### src/rtl/wstretch_pkg.sv
package wstretch_pkg;

    typedef enum logic {
        PH_IDLE = 1'b0,
        PH_OPEN = 1'b1
    } phase_e;

    localparam int SEL_W   = 2;
    localparam int SEL_NUM = 1 << SEL_W;

endpackage

### src/rtl/wstretch_decode.sv
module wstretch_decode
    import wstretch_pkg::*;
#(
    parameter int CNT_W = 3,
    parameter logic [SEL_NUM*CNT_W-1:0] WAIT_TABLE = '0
) (
    input  logic [SEL_W-1:0] sel,
    input  logic             slow,
    output logic [CNT_W-1:0] load
);

    logic [CNT_W-1:0] entry [SEL_NUM];

    generate
        for (genvar g = 0; g < SEL_NUM; g++) begin : g_entry
            assign entry[g] = WAIT_TABLE[g*CNT_W +: CNT_W];
        end
    endgenerate

    always_comb begin
        if (slow) begin
            load = entry[sel];
        end else begin
            load = '0;
        end
    end

    always_comb begin
        if (!slow) begin
            p_unflagged_zero_r4: assert (load == '0);
        end
    end

endmodule

### src/rtl/wstretch_seq.sv
module wstretch_seq
    import wstretch_pkg::*;
#(
    parameter int CNT_W = 3
) (
    input  logic             clk,
    input  logic             rst_n,
    input  logic             start,
    input  logic [CNT_W-1:0] load,
    input  logic             rdy,
    output logic             stall,
    output logic             done
);

    typedef struct packed {
        phase_e           ph;
        logic [CNT_W-1:0] cnt;
    } seq_t;

    seq_t r_q, r_d;
    logic stall_c, done_c;

    always_comb begin
        r_d     = r_q;
        stall_c = 1'b0;
        done_c  = 1'b0;
        case (r_q.ph)
            PH_IDLE: begin
                if (start) begin
                    r_d.ph  = PH_OPEN;
                    r_d.cnt = load;
                end
            end
            PH_OPEN: begin
                if (r_q.cnt != '0) begin
                    stall_c = 1'b1;
                    r_d.cnt = r_q.cnt - 1'b1;
                end else if (rdy) begin
                    done_c = 1'b1;
                    r_d.ph = PH_IDLE;
                end else begin
                    stall_c = 1'b1;
                end
            end
            default: begin
                r_d.ph  = PH_IDLE;
                r_d.cnt = '0;
            end
        endcase
    end

    always_ff @(posedge clk) begin
        if (!rst_n) begin
            r_q.ph  <= PH_IDLE;
            r_q.cnt <= '0;
        end else begin
            r_q <= r_d;
        end
    end

    assign stall = stall_c;
    assign done  = done_c;

    p_done_single_r8: assert property (@(posedge clk) disable iff (!rst_n)
        done |=> !done);

    p_done_no_stall_r8: assert property (@(posedge clk) disable iff (!rst_n)
        !(done && stall));

    p_idle_after_done_r9: assert property (@(posedge clk) disable iff (!rst_n)
        done |=> (!stall && !done));

    p_count_down_r6: assert property (@(posedge clk) disable iff (!rst_n)
        (r_q.ph == PH_OPEN && r_q.cnt != '0) |=>
            (r_q.ph == PH_OPEN && r_q.cnt == $past(r_q.cnt) - 1'b1));

    p_rdy_extends_r7: assert property (@(posedge clk) disable iff (!rst_n)
        (r_q.ph == PH_OPEN && r_q.cnt == '0 && !rdy) |=> (r_q.ph == PH_OPEN));

    p_start_opens_r10: assert property (@(posedge clk) disable iff (!rst_n)
        (r_q.ph == PH_IDLE && start) |=> (stall || done));

    p_busy_ignores_start_r9: assert property (@(posedge clk) disable iff (!rst_n)
        (r_q.ph == PH_OPEN && r_q.cnt != '0 && start) |=> $stable(r_q.ph));

endmodule

### src/rtl/wait_stretch.sv
module wait_stretch
    import wstretch_pkg::*;
#(
    parameter int CNT_W      = 3,
    parameter int WAITS_SEL0 = 4,
    parameter int WAITS_SEL1 = 2,
    parameter int WAITS_SEL2 = 1,
    parameter int WAITS_SEL3 = 0
) (
    input  logic       clk,
    input  logic       rst_n,
    input  logic       cyc_start,
    input  logic [1:0] wait_sel,
    input  logic       slow_rgn,
    input  logic       rdy,
    output logic       stall,
    output logic       done
);

    localparam logic [SEL_NUM*CNT_W-1:0] TABLE = {
        CNT_W'(WAITS_SEL3), CNT_W'(WAITS_SEL2),
        CNT_W'(WAITS_SEL1), CNT_W'(WAITS_SEL0)
    };

    logic [CNT_W-1:0] load_w;

    wstretch_decode #(
        .CNT_W      (CNT_W),
        .WAIT_TABLE (TABLE)
    ) u_decode (
        .sel  (wait_sel),
        .slow (slow_rgn),
        .load (load_w)
    );

    wstretch_seq #(
        .CNT_W (CNT_W)
    ) u_seq (
        .clk   (clk),
        .rst_n (rst_n),
        .start (cyc_start),
        .load  (load_w),
        .rdy   (rdy),
        .stall (stall),
        .done  (done)
    );

    p_outputs_known_r1: assert property (@(posedge clk) disable iff (!rst_n)
        !$isunknown({stall, done}));

endmodule

### config.mk
export PLATFORM = sky130hd
export DESIGN_NAME = wait_stretch
export DESIGN_NICKNAME = d
export VERILOG_FILES = /design/src/rtl/wstretch_pkg.sv /design/src/rtl/wstretch_decode.sv /design/src/rtl/wstretch_seq.sv /design/src/rtl/wait_stretch.sv
export SDC_FILE = /design/constraint.sdc
export NUM_CORES = 1
export LEC_CHECK = 0
export BUFFER_PORTS_ARGS = -buffer_cell sky130_fd_sc_hd__buf_2
export CAP_MARGIN = 20
export CORE_AREA = 2 2 39 41
export CTS_CLUSTER_DIAMETER = 40
export DETAILED_ROUTE_END_ITERATION = 12
export DIE_AREA = 0 0 41 43
export GPL_TIMING_DRIVEN = 0
export SLEW_MARGIN = 20
export SYNTH_ARGS = -nofsm -noshare
export SYNTH_HDL_FRONTEND = slang
export SYNTH_HIERARCHICAL = 1
export SYNTH_SLANG_ARGS = --single-unit
### constraint.sdc
create_clock -name clk -period 1.8 [get_ports clk]
set_input_delay 0.09 -clock clk [delete_from_list [all_inputs] [get_ports clk]]
set_output_delay 0.09 -clock clk [all_outputs]
set_load 0.05 [all_outputs]
==> metrics.txt <==
combinational family with the most area after synthesis simple AND/OR/NAND/NOR gates; top cells by instance count after synthesis sky130_fd_sc_hd__a21oi_1 (4), sky130_fd_sc_hd__dfxtp_1 (4), sky130_fd_sc_hd__inv_1 (4); result of the run completed; Routed Antenna Nets 0; Net Sw Frac 29.7%; IO Count 9; H-tree level count 1; Worst setup SP type flop; largest registers u_seq/r_q (4); share of synthesized registers carrying an async set or reset 0%; count of hold-fix buffers inserted at cts 0; buffer and inverter count on the worst path 2; worst-skew pair later-pin latency 0.23 ns; Avg Cell Area, Syn 8.83 um2; overflow left after global routing 0; register clock-pin slew on the reported worst setup and hold paths 0.04 ns; post-detailed-route via-to-cell ratio 4.27; global-route wire length before repair 979 um; class of the most critical setup path reg2out; number of flip-flops and latches in the synthesized netlist 4; Post-Route Skew 0.000781 ns; die outline width 41 um; CTS tree built; synthesized instance count 33; count of input and output buffers 8; last weighted congestion value of the routability-driven placer 0.743; number of global-route vias before repair 258; IR drop worst, VDD 0.000299 V; leakage dissipation 0.171 nW; portion of synthesized cell area occupied by the leading cell type 27.5%; post-cts resize count 0; setup violation total in the final timing report 0; combinational power share 29.2%; Ant. Diodes 0; net count of the mapped netlist 42; Synth cell types 21; combined area of all synthesized cells 292 um2; number of clock sinks 4; number of warnings printed during yosys synthesis 6; required time of the worst setup path 1.71 ns; post-placement cell count 57; arrival time of data at the critical path endpoint 1.46 ns; headroom to the max-slew limit 82.8%; GRT Total Usage 8.73%; net switching power 89.3 uW; chip height 43 um; pin count of the biggest net entering global routing 11; Max Clk Rate 646 MHz; half-perimeter wire length after detailed placement 416 um; sequential cell area fraction in the yosys report 27.5%; Reg with most FFs u_seq/r_q; Synth Flop Type sky130_fd_sc_hd__dfxtp_1; cell with the largest stage delay on the worst path sky130_fd_sc_hd__dfxtp_1; maximum clock path buffer count 2; number of buffers created by CTS 3; number of DRC violations after detailed routing 0; power density over cell area 802 mW/mm2; Cell Chain, Critical Path inv_1, ha_1, nor2b_4, and3_2, buf_2; Core Region 0.00138 mm2; setup total negative slack 0 ns; area of the die 0.00176 mm2; aggregate routed wire length 552 um; clock network power share 36.6%; post-CTS setup buffers 0; critical-path maximum fanout 6; portion of total power attributed to sequential cells 34.1%; number of antenna violations at the first check in global routing 0; top cell type by total area after synthesis sky130_fd_sc_hd__dfxtp_1; first drt pass iteration count 2; post-route fraction of the period consumed by the critical path 86.1%; number of nets in the final layout 55; Max Transition Viols Final 0; Int Power 211 uW; master cell of the clock root buffer sky130_fd_sc_hd__clkbuf_4; CP delay by family, top simple AND/OR/NAND/NOR gates; time the final worst path needs with I/O delays and setup 1.55 ns; number of enable-type register cells in the synthesized netlist 0; share of cell area taken by muxes after synthesis 0%; area share of fa/ha/maj cells after synthesis 8.58%; number of vias after detailed routing 256; DRC violation total after the first TritonRoute iteration 2; final-report hold violation count 0; Slowest Stage Delay on Critical Path 0.32 ns; Compound-Gate Fraction of Synth Area 19.7%; biggest area contributors in the synthesized netlist sky130_fd_sc_hd__dfxtp_1 (27%), sky130_fd_sc_hd__ha_1 (8.6%), sky130_fd_sc_hd__a21oi_1 (6.9%); WL per Instance 9.20 um; Min-Delay Path Class in2reg; final core utilization 27.0%; share of synthesized cell area in and, or, nand and nor gates 35.2%; xor and xnor fraction of the mapped netlist area 0%; initial cell density of the core 21.1%; reported max-cap violation count 0; unrepaired setup endpoints after global routing no; sort of element at the end of the critical path primary output; number of standard cells in the final layout excluding fillers 60; layout overhead on the synthesized area 28.3%; transition at the pin with the smallest max-transition slack 0.257 ns; share of cells above drive strength 1 38.6%; placement row count 14; number of flip-flops under the largest register name 4
[layout by cell type, fill, tap and decap left out, drive strengths merged, types with 2 or more instances in the layout]
master  instances
buf             9
and3b           2
clkbuf          3
inv             4
ha              2
nor2b           3
dfxtp           4
a21oi           4
[logic make-up after synthesis]
family	after synthesis
compound gates	9
fa+ha+maj	2
buf+inv	5
flops	4
simple gates	13
[worst min-delay path: stages]
cell                      delay [ns]
sky130_fd_sc_hd__buf_2          0.09
sky130_fd_sc_hd__inv_1          0.10
sky130_fd_sc_hd__a31oi_1        0.05
[metal layers]
metal / vias to the layer above / share of wire [%] / track usage [%]
met5: - / 0 / 0
met1: 110 / 43 / 9.94
met2: 5 / 53 / 10.9
li1: 141 / - / -
met3: 0 / 4.2 / 4.71
met4: 0 / 0 / 8.00
[metrics by stage]
step | hold slack (ns) | instance area [um2] | setup slack, ns | power (mW)
floorplan | 0.261 | 292 | 0.216 | 0.170
global placement | 0.373 | 352 | 0.504 | 0.191
detailed placement | 0.385 | 352 | 0.480 | 0.192
CTS | 0.137 | 374 | 0.223 | 0.308
global route | 0.190 | 374 | 0.149 | 0.322
finish | 0.161 | 374 | 0.251 | 0.300
[area by class of cell]
type	instances	area [um2]
fillers	155	1010
multi-input cells	24	185
flip-flops and latches	4	80.1
repair buffers	8	40.0
clock buffers	3	22.5
well taps	16	20.0
inverters	4	15.0
plain buffers	1	11.3
[worst paths after layout]
| kind | startpoint | end | slack [ns] | cells past startpoint |
|---|---|---|---|---|
| worst max-delay path | u_seq/r_q[0] | done | 0.25 | 5 |
| worst min-delay path | rst_n | u_seq/r_q[0] | 0.16 | 3 |
| worst max register to register | u_seq/r_q[0] | u_seq/r_q[0] | 0.49 | 5 |
| worst min register to register | u_seq/r_q[0] | u_seq/r_q[0] | 0.51 | 2 |
[power by group through the flow]
stage | Clock, mW | Combinational (mW) | Sequential (mW)
final | 0.110 | 0.0877 | 0.102
after CTS | 0.117 | 0.0887 | 0.102
after global placement | 0 | 0.0867 | 0.104
after global routing | 0.121 | 0.0981 | 0.103
after detailed placement | 0 | 0.0885 | 0.104
after floorplan | 0 | 0.0671 | 0.103
(Power assumes the default switching activity.)
